File: src/rtl/bytepack_pkg.sv
package bytepack_pkg;
  localparam int BYTE_W = 8;
  localparam int WORD_W = 32;
  localparam int LANES  = WORD_W / BYTE_W;
  localparam int LANE_W = $clog2(LANES);

  typedef logic [BYTE_W-1:0] byte_t;
  typedef logic [WORD_W-1:0] word_t;
  typedef logic [LANE_W-1:0] lane_t;

  // Lane that byte number k of a word occupies under the chosen order
  function automatic lane_t lane_of(input lane_t k, input logic big);
    return big ? (lane_t'(LANES - 1) - k) : k;
  endfunction

  function automatic word_t lane_insert(input word_t w, input lane_t lane, input byte_t b);
    word_t r;
    r = w;
    r[int'(lane)*BYTE_W +: BYTE_W] = b;
    return r;
  endfunction

  function automatic byte_t lane_extract(input word_t w, input lane_t lane);
    return w[int'(lane)*BYTE_W +: BYTE_W];
  endfunction
endpackage

File: src/rtl/bp_rr_arbiter.sv
module bp_rr_arbiter #(
  parameter int N = 2,
  localparam int IW = (N > 1) ? $clog2(N) : 1
) (
  input  logic          clk,
  input  logic          rst_n,
  input  logic [N-1:0]  cand,
  output logic [N-1:0]  gnt,
  output logic [IW-1:0] gnt_idx,
  output logic          any
);
  logic [IW-1:0] ptr;

  always_comb begin
    gnt     = '0;
    gnt_idx = ptr;
    any     = 1'b0;
    for (int k = 1; k <= N; k++) begin
      int idx;
      idx = int'(ptr) + k;
      if (idx >= N) idx = idx - N;
      if (!any && cand[IW'(idx)]) begin
        any          = 1'b1;
        gnt_idx      = IW'(idx);
        gnt[IW'(idx)] = 1'b1;
      end
    end
  end

  // Pointer moves only on a transfer
  always_ff @(posedge clk) begin
    if (!rst_n)   ptr <= IW'(N - 1);
    else if (any) ptr <= gnt_idx;
  end

  a_r2_single_grant: assert property (@(posedge clk) disable iff (!rst_n)
    $onehot0(gnt));

  a_r6_no_repeat_when_contested: assert property (@(posedge clk) disable iff (!rst_n)
    (any && $past(any) && gnt_idx == $past(gnt_idx)) |-> (cand == gnt));
endmodule

File: src/rtl/bp_channel.sv
module bp_channel
  import bytepack_pkg::*;
(
  input  logic  clk,
  input  logic  rst_n,
  input  logic  big,
  input  logic  to_mem,
  input  logic  take,
  input  byte_t byte_in,
  input  logic  load,
  input  word_t load_word,
  input  logic  slot_busy,
  input  logic  slot_mine,
  output logic  elig,
  output byte_t byte_out,
  output logic  pack_done,
  output word_t packed_word,
  output logic  empty_rx
);
  word_t word_q;
  lane_t cnt_q;
  logic  full_q;
  lane_t lane;
  logic  last;

  assign lane        = lane_of(cnt_q, big);
  assign last        = (cnt_q == lane_t'(LANES - 1));
  assign packed_word = lane_insert(word_q, lane, byte_in);
  assign byte_out    = lane_extract(word_q, lane);
  assign pack_done   = take && to_mem && last;
  assign empty_rx    = !to_mem && !full_q;
  // Packing: stalled while own word waits, fourth byte held while slot busy
  assign elig = to_mem ? !(slot_busy && (slot_mine || last)) : full_q;

  always_ff @(posedge clk) begin
    if (!rst_n) begin
      word_q <= '0;
      cnt_q  <= '0;
      full_q <= 1'b0;
    end else if (load) begin
      word_q <= load_word;
      cnt_q  <= '0;
      full_q <= 1'b1;
    end else if (take) begin
      cnt_q <= cnt_q + lane_t'(1);
      if (to_mem)    word_q <= packed_word;
      else if (last) full_q <= 1'b0;
    end
  end

  a_r9_load_only_when_empty: assert property (@(posedge clk) disable iff (!rst_n)
    load |-> !full_q);

  a_r8_owner_not_served: assert property (@(posedge clk) disable iff (!rst_n)
    (take && to_mem) |-> !slot_mine);
endmodule

File: src/rtl/bp_word_slot.sv
module bp_word_slot
  import bytepack_pkg::*;
#(
  parameter int N = 2,
  localparam int IW = (N > 1) ? $clog2(N) : 1
) (
  input  logic          clk,
  input  logic          rst_n,
  input  logic          push,
  input  word_t         push_word,
  input  logic [IW-1:0] push_ch,
  input  logic          wr_ready,
  output logic          wr_valid,
  output word_t         wr_data,
  output logic [IW-1:0] wr_chan
);
  always_ff @(posedge clk) begin
    if (!rst_n) begin
      wr_valid <= 1'b0;
      wr_data  <= '0;
      wr_chan  <= '0;
    end else if (push) begin
      wr_valid <= 1'b1;
      wr_data  <= push_word;
      wr_chan  <= push_ch;
    end else if (wr_valid && wr_ready) begin
      wr_valid <= 1'b0;
    end
  end

  a_r8_word_held: assert property (@(posedge clk) disable iff (!rst_n)
    (wr_valid && !wr_ready) |=> (wr_valid && $stable(wr_data) && $stable(wr_chan)));

  a_r8_push_into_free_slot: assert property (@(posedge clk) disable iff (!rst_n)
    push |-> !wr_valid);
endmodule

File: src/rtl/bp_fetch_ctrl.sv
module bp_fetch_ctrl #(
  parameter int N = 2,
  localparam int IW = (N > 1) ? $clog2(N) : 1
) (
  input  logic          clk,
  input  logic          rst_n,
  input  logic [N-1:0]  empty_vec,
  input  logic          rd_ready,
  output logic          rd_req,
  output logic [IW-1:0] rd_chan,
  output logic [N-1:0]  load_vec
);
  logic [IW-1:0] pick;

  always_comb begin
    pick = '0;
    for (int c = N - 1; c >= 0; c--)
      if (empty_vec[c]) pick = IW'(c);
  end

  always_comb begin
    load_vec = '0;
    if (rd_req && rd_ready) load_vec[rd_chan] = 1'b1;
  end

  always_ff @(posedge clk) begin
    if (!rst_n) begin
      rd_req  <= 1'b0;
      rd_chan <= '0;
    end else if (rd_req) begin
      if (rd_ready) rd_req <= 1'b0;
    end else if (|empty_vec) begin
      rd_req  <= 1'b1;
      rd_chan <= pick;
    end
  end

  a_r9_fetch_held: assert property (@(posedge clk) disable iff (!rst_n)
    (rd_req && !rd_ready) |=> (rd_req && $stable(rd_chan)));

  a_r9_fetch_target_empty: assert property (@(posedge clk) disable iff (!rst_n)
    rd_req |-> empty_vec[rd_chan]);
endmodule

File: src/rtl/bytepack_dma.sv
module bytepack_dma
  import bytepack_pkg::*;
#(
  parameter int NUM_CH = 2,
  localparam int IW = (NUM_CH > 1) ? $clog2(NUM_CH) : 1
) (
  input  logic              clk,
  input  logic              rst_n,
  input  logic              big_endian,
  input  logic [NUM_CH-1:0] ch_to_mem,
  input  logic [NUM_CH-1:0] ch_req,
  output logic [NUM_CH-1:0] ch_ack_n,
  input  logic [7:0]        per_wdata_in,
  output logic [7:0]        per_rdata_out,
  output logic              wr_valid,
  input  logic              wr_ready,
  output logic [31:0]       wr_data,
  output logic [IW-1:0]     wr_chan,
  output logic              rd_req,
  input  logic              rd_ready,
  input  logic [31:0]       rd_data,
  output logic [IW-1:0]     rd_chan
);
  logic [NUM_CH-1:0] elig, cand, gnt, pack_done, empty_vec, load_vec;
  logic [IW-1:0]     gnt_idx;
  logic              gnt_any;
  byte_t             byte_vec   [NUM_CH];
  word_t             packed_vec [NUM_CH];
  word_t             push_word;

  assign cand     = ch_req & elig & {NUM_CH{rst_n}};
  assign ch_ack_n = ~gnt;

  bp_rr_arbiter #(.N(NUM_CH)) u_arb (
    .clk(clk), .rst_n(rst_n), .cand(cand),
    .gnt(gnt), .gnt_idx(gnt_idx), .any(gnt_any)
  );

  for (genvar c = 0; c < NUM_CH; c++) begin : g_ch
    bp_channel u_ch (
      .clk(clk), .rst_n(rst_n), .big(big_endian), .to_mem(ch_to_mem[c]),
      .take(gnt[c]), .byte_in(per_wdata_in),
      .load(load_vec[c]), .load_word(rd_data),
      .slot_busy(wr_valid), .slot_mine(wr_valid && (wr_chan == IW'(c))),
      .elig(elig[c]), .byte_out(byte_vec[c]), .pack_done(pack_done[c]),
      .packed_word(packed_vec[c]), .empty_rx(empty_vec[c])
    );
  end

  always_comb begin
    push_word = '0;
    for (int c = 0; c < NUM_CH; c++)
      if (pack_done[c]) push_word = packed_vec[c];
  end

  assign per_rdata_out = gnt_any ? byte_vec[gnt_idx] : '0;

  bp_word_slot #(.N(NUM_CH)) u_slot (
    .clk(clk), .rst_n(rst_n), .push(|pack_done), .push_word(push_word),
    .push_ch(gnt_idx), .wr_ready(wr_ready),
    .wr_valid(wr_valid), .wr_data(wr_data), .wr_chan(wr_chan)
  );

  bp_fetch_ctrl #(.N(NUM_CH)) u_fetch (
    .clk(clk), .rst_n(rst_n), .empty_vec(empty_vec), .rd_ready(rd_ready),
    .rd_req(rd_req), .rd_chan(rd_chan), .load_vec(load_vec)
  );

  a_r2_ack_only_on_request: assert property (@(posedge clk) disable iff (!rst_n)
    ((~ch_ack_n) & ~ch_req) == '0);

  a_r8_owner_stalled: assert property (@(posedge clk) disable iff (!rst_n)
    wr_valid |-> ch_ack_n[wr_chan]);

  always_comb begin
    if (!rst_n) a_r1_no_ack_in_reset: assert (ch_ack_n == '1);
  end
endmodule

File: config.mk
export PLATFORM = sky130hd
export DESIGN_NAME = bytepack_dma
export DESIGN_NICKNAME = d
export VERILOG_FILES = /design/src/rtl/bytepack_pkg.sv /design/src/rtl/bp_rr_arbiter.sv /design/src/rtl/bp_channel.sv /design/src/rtl/bp_word_slot.sv /design/src/rtl/bp_fetch_ctrl.sv /design/src/rtl/bytepack_dma.sv
export SDC_FILE = /design/constraint.sdc
export NUM_CORES = 1
export LEC_CHECK = 0
export BUFFER_PORTS_ARGS = -buffer_cell sky130_fd_sc_hd__buf_2
export CELL_PAD_IN_SITES_DETAIL_PLACEMENT = 2
export CELL_PAD_IN_SITES_GLOBAL_PLACEMENT = 2
export CORE_ASPECT_RATIO = 1.25
export CORE_UTILIZATION = 30
export CTS_BUF_LIST = sky130_fd_sc_hd__clkbuf_8
export DETAILED_ROUTE_END_ITERATION = 7
export PLACE_DENSITY = 0.78
export SYNTH_ARGS = -nofsm -noshare
export SYNTH_HDL_FRONTEND = slang
export SYNTH_SLANG_ARGS = --single-unit
File: constraint.sdc
create_clock -name clk -period 3.3 [get_ports clk]
set_input_delay 0.33 -clock clk [delete_from_list [all_inputs] [get_ports clk]]
set_output_delay 0.33 -clock clk [all_outputs]
set_load 0.02 [all_outputs]
==> results of run 1 <==
## registers in the layout, summed over array words and instances, names as in the netlist, 2 cells and up
signal,count
g_ch.u_ch.cnt_q,2
g_ch.u_ch.word_q,48
u_slot.wr_data,32
g_ch.u_ch.full_q,2
## report_power, final
group	internal (W)	switching (W)	total, W
Combinational	0.000120	0.000216	0.000336
Clock	0.000389	0.000415	0.000804
Sequential	0.00110	0.0000296	0.00113
Total	0.00161	0.000661	0.00227
## through the flow
step / hold WS, ns / setup slack, ns / utilization [%]
global route: 0.180 / 0.00537 / 36.4
floorplan: 0.430 / 0.677 / -
detailed placement: 0.449 / 0.210 / 34.8
CTS: 0.173 / 0.0374 / 36.3
finish: 0.180 / 0.101 / 36.4
global placement: 0.450 / 0.357 / 34.8
## cells in the mapped netlist
library cell | count | share of area (%)
o41ai_1 | 4 | 0.82
and3_1 | 8 | 1.2
nand4_1 | 1 | 0.15
or3_1 | 1 | 0.15
and3b_1 | 1 | 0.21
buf_1 | 2 | 0.18
ha_1 | 7 | 2.0
and2_1 | 2 | 0.29
xnor2_1 | 1 | 0.21
a22oi_1 | 35 | 6.1
a21oi_2 | 1 | 0.21
buf_4 | 2 | 0.35
nor4bb_1 | 2 | 0.47
buf_8 | 1 | 0.35
mux2i_1 | 15 | 3.5
nand2b_1 | 1 | 0.15
nor3_1 | 4 | 0.47
clkbuf_1 | 29 | 2.5
nand3_1 | 2 | 0.23
o22ai_1 | 33 | 4.8
nand2_1 | 42 | 3.7
a21oi_1 | 101 | 12
inv_2 | 2 | 0.18
nor2b_1 | 44 | 6.4
mux2_2 | 2 | 0.53
nor3b_1 | 1 | 0.18
o21ai_0 | 33 | 3.9
a211oi_1 | 7 | 1.2
a31oi_1 | 1 | 0.15
nand3b_1 | 5 | 0.88
or3b_2 | 3 | 0.62
buf_2 | 9 | 1.1
o221ai_1 | 4 | 0.82
conb_1 | 1 | 0.088
nor2_1 | 10 | 0.88
nor3b_4 | 1 | 0.44
or2_2 | 1 | 0.15
dfxtp_1 | 89 | 42
xor2_2 | 1 | 0.38
inv_1 | 5 | 0.44
## cell type report
type                       instances  area, µm²  area share (%)
timing repair buffer             101        528            10.5
sequential                        89       1780            35.3
clock buffer                      11        151            3.00
inverter                           7       26.3           0.521
tap                              175        219            4.34
clock inverter                     5       55.1            1.09
multi-input combinational        375       2280            45.3
## path summary, 6_finish.rpt
| path | startpoint | endpoint | slack [ns] | depth (start not counted) |
|---|---|---|---|---|
| setup / recovery | g_ch[0].u_ch.cnt_q[0] | per_rdata_out[7] | 0.10 | 10 |
| hold / removal | rd_ready | u_fetch.rd_req | 0.18 | 2 |
| setup reg to reg | g_ch[0].u_ch.cnt_q[0] | g_ch[0].u_ch.word_q[11] | 0.35 | 10 |
| hold reg to reg | g_ch[1].u_ch.word_q[4] | g_ch[1].u_ch.word_q[4] | 0.46 | 2 |
## worst max-delay path, delay by kind of cell, from the launching register on
family | cells | cell delay (ns)
compound gates | 3 | 0.66
buf+inv | 3 | 0.55
flops | 1 | 0.33
fa+ha+maj | 2 | 0.60
simple gates | 2 | 0.33
## metal layers
metal	global-route usage (%)	share of wire, %	up-vias
li1	-	-	2006
met1	25.5	42	2119
met2	41.0	53	76
met3	3.61	3.1	18
met4	8.93	2.1	0
met5	0	0	-
## cells in the final DEF (no fill, tap or decap), types with 2 or more instances in the layout
| cell | synthesis | routed |
|---|---|---|
| a21oi_1 | 101 | 101 |
| buf_2 | 9 | 92 |
| dfxtp_1 | 89 | 89 |
| nor2b_1 | 44 | 44 |
| nand2_1 | 42 | 42 |
| a22oi_1 | 35 | 35 |
| o21ai_0 | 33 | 33 |
| o22ai_1 | 33 | 33 |
| mux2i_1 | 15 | 15 |
| clkbuf_8 | 0 | 11 |
| nor2_1 | 10 | 10 |
| buf_4 | 2 | 9 |
| a211oi_1 | 7 | 7 |
| and3_1 | 8 | 7 |
| ha_1 | 7 | 6 |
| inv_1 | 5 | 5 |
| nand3b_1 | 5 | 5 |
| o221ai_1 | 4 | 4 |
| o41ai_1 | 4 | 4 |
| nor3_1 | 4 | 4 |
| inv_2 | 2 | 3 |
| or3b_2 | 3 | 3 |
| mux2_2 | 2 | 2 |
| nand3_1 | 2 | 2 |
| and2_1 | 2 | 2 |
| nor4bb_1 | 2 | 2 |
## logic make-up after synthesis
| kind of cell | after synthesis |
|---|---|
| muxes | 17 |
| and+or+nand+nor | 129 |
| other | 1 |
| adders and majority gates | 7 |
| xor gates and xnor gates | 2 |
| DFF | 89 |
| buffers and inverters | 50 |
| AOI/OAI and AO/OA | 219 |
## what timing repair did
action / 4_1_cts / 5_1_grt
pin swaps: 0 / 1
resized for setup: 1 / 2
setup endpoints to repair: 2 / 7
==> flow_metrics.tcl, run 1 <==
set metrics [dict create \
    peakVddDrop_uv 165 \
    ant_nets 0 \
    die_h_um 135 \
    max_freq_ghz 0.313 \
    grt_start_max_net_pins 55 \
    placed_cell_area_um2 4830 \
    cts_buffers 9 \
    drc 0 \
    fp.coreArea_um2 13900 \
    clk_latency_ns 0.39 \
    rsz0062_at_grt "no" \
    power_density_nw_per_um2 450 \
    htree_levels 3 \
    cp_cell_sequence "ha_1 -> nand2b_1 -> a31oi_2 -> nand2_1 -> inv_1 -> ha_2 -> inv_2 -> a211oi_1 -> a211oi_1 -> buf_2" \
    syn_nets 570 \
    start_util_pct 30.8 \
    worstPathArrival_ns 2.87 \
    yosys_warnings 0 \
    grt.total_usage_pct 22.4 \
    start_kind "flip-flop" \
    syn_inst 514 \
    synth-compound-area-share_pct 29.9 \
    cts_tree "built" \
    yosys.area_share.adder_pct 2.05 \
    vias 4219 \
    slew_violations 0 \
    synthesis.area_um2 4270 \
    routedWlPerCell_um 20.9 \
    final_nets 639 \
    drt_first_pass_iters 4 \
    io_pins 95 \
    postLayoutCellArea_um2 5040 \
    dp_hpwl_um 11700 \
    grt_pass1_vias 4473 \
    cp-end-kind "output pin" \
    yosysSeqAreaShare_pct 41.7 \
    drive_gt1_share_pct 22.3 \
    dp.cells 747 \
    drt-initial-drc-count 164 \
    die_w_um 109 \
    synthSimpleGateAreaFrac_pct 16.5 \
    rows 48 \
    synth_top_family_by_area "compound AO/OA/AOI/OAI gates" \
    grt_antenna_before_repair 0 \
    overflow 0 \
    worstMarginPinSlew_ns 1.17 \
    cts_setup_buffers 0 \
    clock-sinks 89 \
    leakage_nw 2.01 \
    layoutNonFillerInstCount 763 \
    cts_hold_buffers 0 \
    slew_headroom_pct 22.1 \
    synth_mux_area_share_pct 4.04 \
    final.setup.tns_ns 0 \
    worstPathMaxFanout 11 \
    synth_seq_cells 89 \
    hold_viol_final 0 \
    gp_congestion 0.822 \
    portBuffers 92 \
    cts_root_buf "clkbuf_8" \
    critical_path_class "flip-flop to output pin" \
    cap_violations 0 \
    syn-mean-instance-area_um2 8.31 \
    cts_max_path_buffers 2 \
    setup_viol 0 \
    synth.distinct_cells 40 \
    power.total_w 0.00227 \
    path_clk_slew_ns 0.10 \
    min_period_over_period_pct 96.9 \
    fin_crit_ns 3.20 \
    crit_required_ns 2.97 \
    cp_common_cell "a211oi_1" \
    cpPeakStageDelay_ns 0.37 \
    wirelength_um 16000 \
    num-fill-cells 1610 \
    run_status "finished, final reports clean" \
    grt_pass1_wl_um 24600 \
    skew_ns 0.0142 \
    dieArea_um2 14700 \
    synthXorXnorAreaFrac_pct 0.586 \
    cp_slowest_cell "ha_2" \
    hold_path_class "input port to flip-flop" \
    diodes 0 \
    area_growth_pct 18.1 \
    vias_per_cell 5.53 \
]
No activity file was read; power rests on OpenSTA's default activity.
==> run 2: changes to the inputs <==
--- a/config.mk
+++ b/config.mk
@@ -13,6 +13,7 @@
 export CTS_BUF_LIST = sky130_fd_sc_hd__clkbuf_8
 export DETAILED_ROUTE_END_ITERATION = 7
 export PLACE_DENSITY = 0.78
+export REMOVE_ABC_BUFFERS = 1
 export SYNTH_ARGS = -nofsm -noshare
 export SYNTH_HDL_FRONTEND = slang
 export SYNTH_SLANG_ARGS = --single-unit
==> run 2 against run 1 <==
Register-to-register slack better by 0.42 ns. Critical endpoint is now per_rdata_out[6]. Combinational power about the same. Flip-flop and latch count unchanged. Clock skew down 0.0063 ns. Sequential share of layout area about the same. Total power down 6.0%. Setup slack better by 0.042 ns. Core utilization about the same.
==> flow_metrics.tcl, run 2 (synthesis results as in run 1) <==
set metrics [dict create \
    run_status "finished, final reports clean" \
    power.switching_w 0.000630 \
    vias_per_cell 5.48 \
    die_w_um 109 \
    diodes 0 \
    drive_gt1_share_pct 22.3 \
    power_frac_comb_pct 15.7 \
    cts_max_path_buffers 2 \
    skew_ns 0.00793 \
    layout_common_cells "a21oi_1 (101), buf_2 (92), dfxtp_1 (89)" \
    leakage_nw 2.02 \
    grt_pass1_vias 4528 \
    routedWlPerCell_um 20.2 \
    crit_required_ns 2.97 \
    cts_buffers 9 \
    mostFrequentLayoutCell "a21oi_1" \
    seqPwrFrac_pct 52.8 \
    htree_levels 3 \
    vias 4201 \
    fp.coreArea_um2 13900 \
    num-fill-cells 1618 \
    portBuffers 92 \
    drt-initial-drc-count 153 \
    wirelength_um 15500 \
    ant_nets 0 \
    slew_violations 0 \
    dieArea_um2 14700 \
    max_freq_ghz 0.317 \
    io_pins 95 \
    slew_headroom_pct 32.8 \
    pre_cts_ws_ns 0.485 \
    grt_antenna_before_repair 0 \
    cts_hold_buffers 0 \
    min_period_over_period_pct 95.7 \
    hold_path_class "input port to flip-flop" \
    worstPathArrival_ns 2.83 \
    critical_path_class "flip-flop to output pin" \
    grt.total_usage_pct 21.9 \
    clk_latency_ns 0.37 \
    clock-sinks 89 \
    path_clk_slew_ns 0.08 \
    gp_congestion 0.802 \
    pwr-share-clk_pct 31.5 \
    layoutNonFillerInstCount 766 \
    start_util_pct 30.8 \
    seq_area_um2 1780 \
    busiest_layer "met2" \
    largest_reg_flops 48 \
    grt_util_met3_pct 4.09 \
    power_density_nw_per_um2 423 \
    multiInputGateArea_um2 2290 \
    grt_pass1_wl_um 24400 \
    cts_setup_buffers 0 \
    dp.cells 751 \
    rows 48 \
    setup_viol 0 \
    worstMarginPinSlew_ns 1.01 \
    start_kind "flip-flop" \
    fin_crit_ns 3.16 \
    area_growth_pct 18.1 \
    internal_power_w 0.00151 \
    final_nets 643 \
    worstPathMaxFanout 10 \
    cap_violations 0 \
    peakVddDrop_uv 167 \
    hold_viol_final 0 \
    grt_start_max_net_pins 55 \
    cts_tree "built" \
    cp-end-kind "output pin" \
    grtUsageMet1_pct 26.7 \
    die_h_um 135 \
    overflow 0 \
    rsz0062_at_grt "no" \
    regMostFlops "g_ch.u_ch.word_q" \
    drc 0 \
    dp_hpwl_um 11100 \
    fin_ws_ns 0.143 \
    switching_share_pct 29.5 \
    cts_root_buf "clkbuf_8" \
    largest_registers "g_ch.u_ch.word_q: 48 flops, u_slot.wr_data: 32 flops" \
    drt_first_pass_iters 4 \
    use_met2_pct 38.0 \
]
-- run 2: metrics by stage --
stage | area, µm² | hold WS [ns] | TNS, ns | total power, W | utilization, %
global route | 5050 | 0.201 | 0 | 0.00223 | 36.4
floorplan | 4080 | 0.392 | -0.0341 | 0.00134 | -
global placement | 4870 | 0.438 | 0 | 0.00147 | 35.1
CTS | 5030 | 0.197 | 0 | 0.00216 | 36.3
detailed placement | 4870 | 0.451 | 0 | 0.00149 | 35.1
finish | 5050 | 0.205 | 0 | 0.00214 | 36.4
-- run 2: timing repair --
| action | 4_1_cts | 5_1_grt |
|---|---|---|
| gates resized for setup | 0 | 2 |
| endpoints found under the hold margin | 0 | 0 |
| setup endpoints to repair | 0 | 3 |
-- run 2: power by group through the flow --
stage / registers (W) / logic [W] / clock network (W)
6_report: 0.00113 / 0.000335 / 0.000673
5_1_grt: 0.00113 / 0.000363 / 0.000736
4_1_cts: 0.00113 / 0.000336 / 0.000693
3_5_place_dp: 0.00115 / 0.000334 / 0
3_3_place_gp: 0.00115 / 0.000318 / 0
2_1_floorplan: 0.00115 / 0.000187 / 0
-- run 2: worst max-delay path: stages (launching register included) --
cell,delay [ns]
dfxtp_1,0.32
ha_1,0.22
nand2b_1,0.17
a31oi_2,0.24
nand2_1,0.10
inv_1,0.14
ha_1,0.27
buf_4,0.19
a211oi_1,0.21
o221ai_1,0.17
a21oi_1,0.22
buf_2,0.20
-- run 2: area by class of cell --
type / count / share of cell area, %
clock buffers: 10 / 2.73
clock inverters: 5 / 0.496
inverters: 7 / 0.521
multi-input cells: 375 / 45.3
flip-flops and latches: 89 / 35.3
well taps: 175 / 4.34
repair buffers: 105 / 11.3
-- run 2: path summary, 6_finish.rpt --
kind,startpoint,endpoint,slack [ns],depth (start not counted)
worst min-delay path,rd_ready,u_fetch.rd_req,0.21,2
worst max-delay path,g_ch[0].u_ch.cnt_q[0],per_rdata_out[6],0.14,11
worst min register to register,g_ch[1].u_ch.word_q[26],g_ch[1].u_ch.word_q[26],0.47,2
worst max register to register,g_ch[0].u_ch.cnt_q[1],g_ch[0].u_ch.word_q[4],0.77,10
-- run 2: layer usage --
metal	wire (µm)	up-vias
met5	0	-
met4	410	0
met3	513	27
met2	7840	87
met1	6720	2074
li1	-	2013
==> run 3: changes to the inputs <==
--- a/config.mk
+++ b/config.mk
@@ -9,10 +9,10 @@
 export CELL_PAD_IN_SITES_DETAIL_PLACEMENT = 2
 export CELL_PAD_IN_SITES_GLOBAL_PLACEMENT = 2
 export CORE_ASPECT_RATIO = 1.25
-export CORE_UTILIZATION = 30
+export CORE_UTILIZATION = 32
 export CTS_BUF_LIST = sky130_fd_sc_hd__clkbuf_8
 export DETAILED_ROUTE_END_ITERATION = 7
-export PLACE_DENSITY = 0.78
+export PLACE_DENSITY = 0.83
 export REMOVE_ABC_BUFFERS = 1
 export SYNTH_ARGS = -nofsm -noshare
 export SYNTH_HDL_FRONTEND = slang
==> run 3 against run 2 <==
Final cell count fell by 0.39%. Critical path type unchanged. Wire length increased by 3.1%. Clock power grew 30%. Hold slack about the same. Core utilization is 3.4 points higher. Non-clock buffer count grew 3. Critical path depth is 1 lower. Largest power group unchanged. Clock-buffer cell count is 1 higher. Global-route usage is 1.7 points higher. Sequential power barely moved. Die area down 6.1%. Cell area increased by 1.1%.
==> flow_metrics.tcl, run 3 (synthesis results as in run 1) <==
set metrics [dict create \
    slew_violations 0 \
    cp_cell_sequence "ha_1 -> nand2b_1 -> a31oi_1 -> nand2_1 -> inv_1 -> ha_1 -> inv_1 -> a211oi_1 -> a211oi_1 -> buf_2" \
    io_pins 95 \
    start_util_pct 33.3 \
    grt_antenna_before_repair 0 \
    dp_hpwl_um 11100 \
    placed_cell_area_um2 4870 \
    skew_ns 0.00929 \
    cpPeakStageDelay_ns 0.36 \
    final_nets 646 \
    num-fill-cells 1484 \
    die_w_um 105 \
    drt-initial-drc-count 244 \
    largest_registers "g_ch.u_ch.word_q: 48 flops, u_slot.wr_data: 32 flops" \
    cts_root_buf "clkbuf_8" \
    grt_start_max_net_pins 55 \
    wirelength_um 16000 \
    setup_viol 0 \
    vias_per_cell 5.62 \
    cp_slowest_cell "a211oi_1" \
    critical_path_class "flip-flop to output pin" \
    cts_setup_buffers 0 \
    finalHoldWorstSlack_ns 0.205 \
    run_status "finished, final reports clean" \
    cts_hold_buffers 0 \
    path_buf_inv 3 \
    worstMarginPinSlew_ns 1.30 \
    postLayoutCellArea_um2 5100 \
    worst-r2r-cell-count 10 \
    fp.coreArea_um2 12800 \
    rows 46 \
    leakage_nw 2.06 \
    crit_family "compound AO/OA/AOI/OAI gates" \
    path_clk_slew_ns 0.09 \
    rsz0062_at_grt "no" \
    drc 0 \
    cts_max_path_buffers 2 \
    drt_first_pass_iters 4 \
    routedWlPerCell_um 20.9 \
    regMostFlops "g_ch.u_ch.word_q" \
    path_depth 10 \
    peakVddDrop_uv 192 \
    dieArea_um2 13800 \
    worstPathMaxFanout 8 \
    overflow 0 \
    area_growth_pct 19.4 \
    start_kind "flip-flop" \
    mostFrequentLayoutCell "a21oi_1" \
    hold_path_depth 3 \
    clk_latency_ns 0.38 \
    min_period_over_period_pct 95.1 \
    crit_required_ns 2.97 \
    cts_buffers 9 \
    hold_path_class "input port to flip-flop" \
    ant_nets 0 \
    htree_levels 3 \
    worstPathArrival_ns 2.81 \
    hold_viol_final 0 \
    pre_cts_ws_ns 0.392 \
    max_freq_ghz 0.319 \
    largest_reg_flops 48 \
    cts_tree "built" \
    grt_pass1_vias 4627 \
    grt_pass1_wl_um 25100 \
    power.total_w 0.00235 \
    fin_ws_ns 0.161 \
    slew_headroom_pct 13.5 \
    clock-sinks 89 \
    vias 4286 \
    cap_violations 0 \
    die_h_um 131 \
    ctsResizeCount 0 \
    diodes 0 \
    portBuffers 92 \
    gp_congestion 0.823 \
    grt.total_usage_pct 23.6 \
    power_density_nw_per_um2 460 \
    fin_crit_ns 3.14 \
    drive_gt1_share_pct 22.7 \
    cp-end-kind "output pin" \
    layout_common_cells "a21oi_1 (101), buf_2 (92), dfxtp_1 (89)" \
]
-- run 3: worst register-to-register path: cells and delay by family (launching register included) --
kind,cells,cell delay (ns)
AO/OA/AOI/OAI,4,1.40
adder cells (fa/ha/maj),2,0.45
buffers and inverters,2,0.43
flip-flops,1,0.36
AND/OR/NAND/NOR,2,0.26
-- run 3: metal layers --
metal  global-route usage, %  up-vias  wire, µm
met3                    4.76       20       485
met2                    42.4       90      8320
li1                        -     2018         -
met4                    7.51        0       276
met5                       0        -         0
met1                    27.7     2158      6890
-- run 3: worst paths after layout --
kind | startpoint | endpoint | slack (ns)
min | rd_data[2] | g_ch[1].u_ch.word_q[2] | 0.21
max reg2reg | g_ch[0].u_ch.cnt_q[0] | g_ch[0].u_ch.word_q[24] | 0.34
max | g_ch[0].u_ch.cnt_q[0] | per_rdata_out[4] | 0.16
min reg2reg | g_ch[1].u_ch.word_q[4] | g_ch[1].u_ch.word_q[4] | 0.46
-- run 3: through the flow --
stage	instances	TNS, ns	utilization (%)
after CTS	763	0	39.8
after global placement	747	0	38.0
final	763	0	39.8
after detailed placement	747	0	38.0
after global routing	763	0	39.8
after floorplan	471	-0.0341	-
-- run 3: area by class of cell --
type / count / area (µm²) / area share, %
clock buffers: 11 / 151 / 2.97
clock inverters: 5 / 78.8 / 1.54
inverters: 7 / 26.3 / 0.515
multi-input cells: 375 / 2270 / 44.6
flip-flops and latches: 89 / 1780 / 34.9
well taps: 168 / 210 / 4.12
repair buffers: 108 / 581 / 11.4
-- run 3: report_power, final --
group	switching, W	internal, W
sequential	0.0000289	0.00110
combinational	0.000217	0.000125
clock	0.000412	0.000465
total	0.000658	0.00169
